### config.mk
export PLATFORM = sky130hd
export DESIGN_NAME = cwb_top
export DESIGN_NICKNAME = d
export VERILOG_FILES = /design/src/rtl/cwb_pkg.sv /design/src/rtl/cwb_match.sv /design/src/rtl/cwb_fwd.sv /design/src/rtl/cwb_top.sv
export SDC_FILE = /design/constraint.sdc
export NUM_CORES = 1
export LEC_CHECK = 0
export BUFFER_PORTS_ARGS = -buffer_cell sky130_fd_sc_hd__buf_2
export CORE_AREA = 2 2 227 285
export CTS_CLUSTER_DIAMETER = 60
export CTS_CLUSTER_SIZE = 40
export DETAILED_ROUTE_END_ITERATION = 8
export DIE_AREA = 0 0 229 287
export GPL_TIMING_DRIVEN = 0
export PLACE_DENSITY = 0.43
export SLEW_MARGIN = 20
export SYNTH_ARGS = -nofsm -noshare
export SYNTH_HDL_FRONTEND = slang
export SYNTH_SLANG_ARGS = --single-unit
### constraint.sdc
create_clock -name clk -period 4.6 [get_ports clk]
set_input_delay 0 -clock clk [delete_from_list [all_inputs] [get_ports clk]]
set_output_delay 0 -clock clk [all_outputs]
set_load 0.005 [all_outputs]
### src/rtl/cwb_pkg.sv
package cwb_pkg;
    localparam int unsigned CWB_ADDR_W = 32;
    localparam int unsigned CWB_DATA_W = 32;
    localparam int unsigned CWB_DEPTH  = 4;
    localparam int unsigned CWB_BYTE_W = 8;
endpackage

### src/rtl/cwb_match.sv
module cwb_match #(
    parameter int unsigned DEPTH  = 4,
    parameter int unsigned ADDR_W = 32
) (
    input  logic [DEPTH-1:0]             slot_vld,
    input  logic [DEPTH-1:0][ADDR_W-1:0] slot_addr,
    input  logic [ADDR_W-1:0]            key,
    output logic [DEPTH-1:0]             hit
);
    for (genvar g = 0; g < DEPTH; g++) begin : g_cmp
        assign hit[g] = slot_vld[g] && (slot_addr[g] == key);
    end
endmodule

### src/rtl/cwb_fwd.sv
module cwb_fwd #(
    parameter int unsigned DEPTH  = 4,
    parameter int unsigned DATA_W = 32,
    parameter int unsigned PTR_W  = 2
) (
    input  logic [DEPTH-1:0]                 sel,
    input  logic [PTR_W-1:0]                 oldest,
    input  logic [DEPTH-1:0][DATA_W-1:0]     slot_data,
    input  logic [DEPTH-1:0][DATA_W/8-1:0]   slot_be,
    output logic [DATA_W-1:0]                out_data,
    output logic [DATA_W/8-1:0]              out_be
);
    localparam int unsigned BE_W = DATA_W / 8;

    always_comb begin
        out_data = '0;
        out_be   = '0;
        // walk from oldest to newest so later slots win per byte
        for (int k = 0; k < DEPTH; k++) begin
            int idx;
            idx = int'(oldest) + k;
            if (idx >= DEPTH) idx = idx - DEPTH;
            if (sel[idx]) begin
                for (int b = 0; b < BE_W; b++) begin
                    if (slot_be[idx][b]) begin
                        out_data[b*8 +: 8] = slot_data[idx][b*8 +: 8];
                        out_be[b]          = 1'b1;
                    end
                end
            end
        end
    end
endmodule

### src/rtl/cwb_top.sv
module cwb_top
    import cwb_pkg::*;
#(
    parameter int unsigned ADDR_W = CWB_ADDR_W,
    parameter int unsigned DATA_W = CWB_DATA_W,
    parameter int unsigned DEPTH  = CWB_DEPTH
) (
    input  logic                  clk,
    input  logic                  rst_n,
    input  logic                  wr_valid,
    output logic                  wr_ready,
    input  logic [ADDR_W-1:0]     wr_addr,
    input  logic [DATA_W-1:0]     wr_data,
    input  logic [DATA_W/8-1:0]   wr_be,
    input  logic                  rd_req,
    input  logic [ADDR_W-1:0]     rd_addr,
    output logic                  rd_hit,
    output logic [DATA_W-1:0]     rd_data,
    output logic [DATA_W/8-1:0]   rd_be,
    output logic                  mem_valid,
    input  logic                  mem_ready,
    output logic [ADDR_W-1:0]     mem_addr,
    output logic [DATA_W-1:0]     mem_data,
    output logic [DATA_W/8-1:0]   mem_be,
    output logic                  full,
    output logic                  empty
);
    localparam int unsigned BE_W  = DATA_W / CWB_BYTE_W;
    localparam int unsigned PTR_W = (DEPTH > 1) ? $clog2(DEPTH) : 1;

    typedef struct packed {
        logic [DEPTH-1:0]             vld;
        logic [PTR_W-1:0]             head;
        logic [PTR_W-1:0]             tail;
        logic [DEPTH-1:0][ADDR_W-1:0] addr;
        logic [DEPTH-1:0][DATA_W-1:0] data;
        logic [DEPTH-1:0][BE_W-1:0]   be;
    } state_t;

    state_t s_d, s_q;

    logic [DEPTH-1:0] wr_match, rd_match, rd_sel, head_oh, merge_vec;
    logic             merge_any, wr_fire, mem_fire;
    logic [PTR_W-1:0] merge_idx;
    logic [DATA_W-1:0] fwd_data;
    logic [BE_W-1:0]   fwd_be;

    function automatic logic [PTR_W-1:0] ring_next(input logic [PTR_W-1:0] p);
        return (int'(p) == DEPTH - 1) ? '0 : p + 1'b1;
    endfunction

    cwb_match #(.DEPTH(DEPTH), .ADDR_W(ADDR_W)) wr_cmp_i (
        .slot_vld(s_q.vld), .slot_addr(s_q.addr), .key(wr_addr), .hit(wr_match)
    );

    cwb_match #(.DEPTH(DEPTH), .ADDR_W(ADDR_W)) rd_cmp_i (
        .slot_vld(s_q.vld), .slot_addr(s_q.addr), .key(rd_addr), .hit(rd_match)
    );

    assign rd_sel = rd_match & {DEPTH{rd_req}};

    cwb_fwd #(.DEPTH(DEPTH), .DATA_W(DATA_W), .PTR_W(PTR_W)) fwd_i (
        .sel(rd_sel), .oldest(s_q.head), .slot_data(s_q.data), .slot_be(s_q.be),
        .out_data(fwd_data), .out_be(fwd_be)
    );

    assign head_oh   = DEPTH'(1) << s_q.head;
    assign merge_vec = wr_match & ~head_oh;
    assign merge_any = |merge_vec;

    always_comb begin
        merge_idx = '0;
        for (int i = 0; i < DEPTH; i++) begin
            if (merge_vec[i]) merge_idx = PTR_W'(i);
        end
    end

    assign full      = s_q.vld[s_q.tail];
    assign empty     = !s_q.vld[s_q.head];
    assign wr_ready  = merge_any || !full;
    assign mem_valid = !empty;
    assign mem_addr  = s_q.addr[s_q.head];
    assign mem_data  = s_q.data[s_q.head];
    assign mem_be    = s_q.be[s_q.head];
    assign rd_hit    = |rd_sel;
    assign rd_data   = fwd_data;
    assign rd_be     = fwd_be;

    assign wr_fire  = wr_valid && wr_ready;
    assign mem_fire = mem_valid && mem_ready;

    always_comb begin
        s_d = s_q;
        if (mem_fire) begin
            s_d.vld[s_q.head] = 1'b0;
            s_d.head          = ring_next(s_q.head);
        end
        if (wr_fire) begin
            if (merge_any) begin
                for (int b = 0; b < BE_W; b++) begin
                    if (wr_be[b]) s_d.data[merge_idx][b*8 +: 8] = wr_data[b*8 +: 8];
                end
                s_d.be[merge_idx] = s_q.be[merge_idx] | wr_be;
            end else begin
                s_d.vld[s_q.tail]  = 1'b1;
                s_d.addr[s_q.tail] = wr_addr;
                s_d.be[s_q.tail]   = wr_be;
                for (int b = 0; b < BE_W; b++) begin
                    s_d.data[s_q.tail][b*8 +: 8] = wr_be[b] ? wr_data[b*8 +: 8] : 8'h00;
                end
                s_d.tail = ring_next(s_q.tail);
            end
        end
    end

    always_ff @(posedge clk) begin
        if (!rst_n) s_q <= '0;
        else        s_q <= s_d;
    end
endmodule

Yosys cells after proc, flatten, opt, wreduce, memory -nomap -nowiden
Cells that the tools add are included.

word-level totals
  register bits after elaboration = 280
  output and inout bits = 109
  logic and storage cells = 228

operators by class
  add/sub/neg operators = 9
  magnitude comparators = 14
  equal/unequal tests = 10
  shift operators = 1
  mux-type cells = 152
  bitwise operators = 8
  reduce and logical (&&, ||, !) cells = 19

operator list
  operator                                                                               number
  128-bit 2-to-1 mux                                                                     10
  128-bit bitwise mux                                                                    9
  32-bit 2-to-1 mux                                                                      21
  32-bit demux with 2-bit select                                                         9
  32-bit binary-select mux with 2-bit select                                             6
  32-bit == test                                                                         8
  8-bit 2-to-1 mux                                                                       22
  144-bit 2-to-1 mux                                                                     1
  32-bit by 4-bit less-than comparator with 1-bit output (second input constant)         4
  32-bit by 3-bit greater-or-equal comparator with 1-bit output (second input constant)  3
  32-bit by 3-bit subtractor with 32-bit output (second input constant)                  3
  4-bit 2-to-1 mux                                                                       18
  4-bit binary-select mux with 2-bit select                                              6
  24-bit 2-to-1 mux                                                                      2
  16-bit bitwise mux                                                                     2
  16-bit 2-to-1 mux                                                                      2
  1-bit 2-to-1 mux                                                                       29
  4-bit demux with 2-bit select                                                          2
  1-bit logical AND                                                                      13
  4-bit bitwise AND                                                                      3
  1-bit binary-select mux with 2-bit select                                              6
  2-bit by 3-bit less-than comparator with 1-bit output (second input constant)          3
  2-bit 2-to-1 mux                                                                       4
  4-bit NOT                                                                              2
  16 further kinds                                                                       25

Logic depth before layout (Yosys ltp)
  depth after elaboration = 25
  mapped depth = 13
  gate-level depth less buffers = 9

Hierarchy
A second synthesis with hierarchy kept.

unflattened totals
  cell total of the unflattened synthesis = 2075
  area total of the unflattened synthesis = 21102.7 um^2

modules (own cells, without submodules)
  module     instances  cells each  area each (um^2)  sequential area each (um^2)
  cwb_top    1          1313        13097.6           5605.4
  cwb_fwd    1          410         5162.5            0.0
  cwb_match  2          176         1421.4            0.0

Worst setup path after synthesis
OpenSTA, ideal clock, no wires.

  path kind = register to register
  start point = register s_q[275] (netlist name)
  end point = register s_q[128] (netlist name)
  library setup time = 0.060 ns
  arrival = 2.877 ns
  slack = 1.663 ns
  cell stages (with the launch flop) = 13
  path buffers = 4
  clock period less this slack = 2.937 ns
  cell sequence = dfxtp_1 -> inv_1 -> clkbuf_1 -> buf_1 -> ha_1 -> nor3b_1 -> nand4_1 -> clkbuf_1 -> nand4_1 -> a21bo_2 -> buf_2 -> nor3_1 -> a22o_1

between the ends
  longest elaborated chain between the ends = 22
  elaborated cells on any way between the ends = 32
  those cells by class = order compare: 2; shift: 1; mux: 23; bitwise: 2; reduce/logical: 4

ends and longest elaborated chain
  what                                           RTL line        text
  start: declaration                             cwb_top.sv:40   state_t s_d, s_q;
  start signal: assignment                       cwb_top.sv:117  if (!rst_n) s_q <= '0;
  start signal: assignment                       cwb_top.sv:118  else s_q <= s_d;
  1-bit by 2-bit left shift with 4-bit output *  cwb_top.sv:67   assign head_oh = DEPTH'(1) << s_q.head;
  4-bit NOT *                                    cwb_top.sv:68   assign merge_vec = wr_match & ~head_oh;
  4-bit bitwise AND *                            cwb_top.sv:68
  1-bit 2-to-1 mux                               cwb_top.sv:74   if (merge_vec[i]) merge_idx = PTR_W'(i);
  2-bit 2-to-1 mux (2 in series)                 cwb_top.sv:74
  32-bit demux with 2-bit select                 cwb_top.sv:101  if (wr_be[b]) s_d.data[merge_idx][b*8 +: 8] = wr_data[b*8 +: 8];
  128-bit bitwise mux                            cwb_top.sv:101
  128-bit 2-to-1 mux                             cwb_top.sv:101
  [... 5 more ...]                               --
  128-bit 2-to-1 mux                             cwb_top.sv:98   if (wr_fire) begin
  128-bit bitwise mux                            cwb_top.sv:101
  128-bit 2-to-1 mux                             cwb_top.sv:101
  128-bit 2-to-1 mux                             cwb_top.sv:99   if (merge_any) begin
  128-bit 2-to-1 mux                             cwb_top.sv:98
  128-bit bitwise mux                            cwb_top.sv:101
  128-bit 2-to-1 mux                             cwb_top.sv:101
  144-bit 2-to-1 mux                             cwb_top.sv:99

Every way passes the cells marked *; elsewhere a longest branch is shown, timed or not. The select of a mux whose other input is x is not followed.
A chain may end at the register's enable or synchronous reset.

Final worst setup path
  start point = register s_q[266] (netlist name)
  end point = output port rd_data[15]

between the ends
  longest elaborated chain between the ends = 13
  elaborated cells on any way between the ends = 22
  those cells by class = eq/ne: 1; mux: 19; bitwise: 1; reduce/logical: 1

ends and longest elaborated chain
  what                                                  RTL line         text
  32-bit == test *                                      cwb_match.sv:11  assign hit[g] = slot_vld[g] && (slot_addr[g] == key);
  1-bit logical AND *                                   cwb_match.sv:11
  4-bit bitwise AND *                                   cwb_top.sv:60    assign rd_sel = rd_match & {DEPTH{rd_req}};
  1-bit binary-select mux with 2-bit select             cwb_fwd.sv:23    if (sel[idx]) begin
  1-bit 2-to-1 mux (implied by the code) (2 in series)  cwb_fwd.sv:23
  32-bit 2-to-1 mux                                     cwb_fwd.sv:23
  8-bit 2-to-1 mux                                      cwb_fwd.sv:25    if (slot_be[idx][b]) begin
  32-bit 2-to-1 mux                                     cwb_fwd.sv:23
  8-bit 2-to-1 mux                                      cwb_fwd.sv:25
  32-bit 2-to-1 mux                                     cwb_fwd.sv:23
  8-bit 2-to-1 mux                                      cwb_fwd.sv:25
  32-bit 2-to-1 mux *                                   cwb_fwd.sv:23
  end: declaration                                      cwb_top.sv:18    output logic [DATA_W-1:0] rd_data,

Marked as above.

==> flow_summary.yaml <==
cells_and_area:
  largestRegisters: "s_q: 280 flops"
  fin_nets: 2503
  layout.cells.non_filler: 3257
  final_cell_mix: "dfxtp_1, buf_2, nor2_1, mux2i_1, xor2_1"
  largest_register: "s_q"
  final_common_cell: "dfxtp_1"
  area_growth_pct: 21.6
  largest_reg_flops: 280
  drive_gt1_frac: 0.199
  num_antenna_cells: 0
logic_synthesis:
  yosysSeqAreaShare: 0.299
  synth_flop_cell: "dfxtp_1"
  ys_ff_latch: 280
  netlist_area_sq_um: 18800
  yosysUniqueCellTypes: 85
  synth_nets: 2215
  synth_warnings: 0
  async_reset_ff_frac: 0
  synthCells: 2102
  syn_area_per_cell_sq_um: 8.93
  synth-edff-count: 0
placement:
  place_hpwl_microns: 74000
  place_congestion: 0.999
  place_inst: 3123
  portBuffers: 179
cts:
  h-tree-depth: 2
  cts_sinks: 280
  cts_buffers: 35
  clk_pin_slew_ns: 0.07
  cts_tree: "yes"
  clk_latency_ns: 0.59
  clockBufferDepth: 3
  clock-root-buffer: "clkbuf_16"
floorplanning:
  start_util: 0.298
  ioPinCount: 214
  num_rows: 103
  core_area_sq_um: 62900
  die_w_microns: 229
  fp.dieArea_sq_um: 65700
  dieHeight_microns: 287
power:
  p_leak_uw: 0.00890
  combPwrFrac: 0.249
  p_sw_uw: 2740
  p_per_area_nw_per_um2: 339
  irDropWorstVdd_mv: 0.234
  clock_power_share: 0.391
  swShare: 0.355
  seq_power_share: 0.360
  p_int_uw: 4990
  power_uw: 7730
sta:
  finClkSkew_ns: 0.0406
  period_needed_ns: 4.52
  setup_tns_ns: 0
  finalSetupViolCount: 0
  worstMarginPinSlew_ns: 1.17
  period_share: 0.982
  relSlewSlack: 0.222
  drv_slew: 0
  max_freq_mhz: 221
  hold_viol: 0
routing:
  wl_per_cell_microns: 29.0
  ant_nets: 0
  num_vias: 18900
  drtPass1Iterations: 6
  drcViolationCount: 0
  totalWireLength_microns: 94600
  first_iter_violations: 1808
  via_per_inst: 5.80
worst_setup_path:
  arrival_ns: 4.52
  startpoint_type: "flop"
  crit_fanout: 9
  required_ns: 4.60
  worst-setup-path-type: "reg2out"
  endpoint_kind: "output port"
min_path:
  hp-class: "in2reg"
global_route:
  grt_overflow: 0
  grt.total_usage: 0.281
  first_global_vias: 18896
  antenna_found_initial: 1
  grt_max_degree: 20
  grt_pass1_wl_microns: 135000
job:
  drv_cap: 0
run_status:
  run_status: "completed"
-- timing repair --
action | 4_1_cts | 5_1_grt
gates resized for setup | 9 | 18
hold buffers | 68 | 0
setup endpoints to repair | 75 | 68
pin swaps | 3 | 1
endpoints found under the hold margin | 258 | 0
buffers inserted | 2 | 2
-- path summary, 6_finish.rpt --
| kind | slack (ns) | start | end | cells past startpoint |
|---|---|---|---|---|
| max | 0.08 | s_q[266]$_SDFFE_PN0P_ | rd_data[15] | 11 |
| min | 0.12 | wr_valid | s_q[111]$_SDFFE_PN0P_ | 4 |
| max reg2reg | 0.24 | s_q[275]$_SDFFE_PN0P_ | s_q[103]$_SDFFE_PN0P_ | 12 |
| min reg2reg | 0.50 | s_q[73]$_SDFFE_PN0P_ | s_q[73]$_SDFFE_PN0P_ | 2 |
-- per-layer routing --
metal | global-route usage | vias to the layer above | routed length (microns)
li1 | - | 8397 | -
met1 | 0.318 | 9449 | 36400
met2 | 0.515 | 833 | 48200
met3 | 0.0360 | 219 | 4630
met4 | 0.143 | 2 | 5230
met5 | 0 | - | 16
-- power by group through the flow --
stage	combinational [uW]	clock, uW	sequential [uW]
detailed placement	1840	0	2840
global route	2020	3160	2800
floorplan	1090	0	2740
CTS	1910	3060	2780
global placement	1840	0	2830
finish	1920	3020	2790
-- area by class of cell --
| type | instances | area (sq um) |
|---|---|---|
| multi-input combinational | 1610 | 12400 |
| inverter | 34 | 128 |
| sequential | 280 | 5610 |
| timing repair buffer | 253 | 1630 |
| fill | 6684 | 40100 |
| clock buffer | 42 | 963 |
| tap | 840 | 1050 |
| buffer | 176 | 818 |
| clock inverter | 22 | 277 |
-- per-stage QoR --
stage           util  hold WS [ns]  setup WS, ns  area [sq um]
6_report       0.363         0.122        0.0814         22800
3_5_place_dp   0.330         0.281        -0.440         20800
5_1_grt        0.363         0.159      -0.00929         22800
3_3_place_gp   0.329         0.280        -0.352         20700
4_1_cts        0.362         0.101       0.00692         22700
2_1_floorplan      -         0.133          1.66         18800
-- cell usage after synthesis (all sizes together) (8+ instances only) --
cell	count	area [sq um]
dfxtp	280	5610
nor2	188	706
mux2i	175	1750
o21ai	164	825
xor2	138	1210
nand3	124	631
xnor2	109	955
a21oi	101	505
buf	95	498
clkbuf	83	315
mux4	81	1820
nand2	81	304
nand4	48	307
nor4	44	294
nor3	37	185
inv	34	128
a22o	32	280
a32oi	31	272
o22ai	23	144
a2111oi	16	153
mux2	15	169
o22a	14	123
and2	13	81.3
a211oi	12	105
o211ai	12	95.1
o21a	12	90.1
a21boi	11	86.3
o211a	11	118
a31o	10	96.4
ha	8	100
o32a	8	80.1
or2	8	50.1
-- worst max-delay path: stages (launching register included) --
cell and delay [ns]:
dfxtp_1 0.37, xnor2_1 0.48, nand4_1 0.13, or4_1 0.56
buf_2 0.23, nor4_4 0.28, a21o_1 0.26, nand2_1 0.35
and2_1 0.30, clkbuf_1 0.32, a221oi_2 0.48, buf_2 0.18
-- kinds of logic after synthesis --
group,Yosys count,synth area share
xor+xnor,247,0.115
simple gates,585,0.153
fa+ha+maj,8,0.00533
buf+inv,212,0.0501
compound gates,499,0.178
mux,271,0.200
flops,280,0.299
Power figures use the tool's default switching activity.
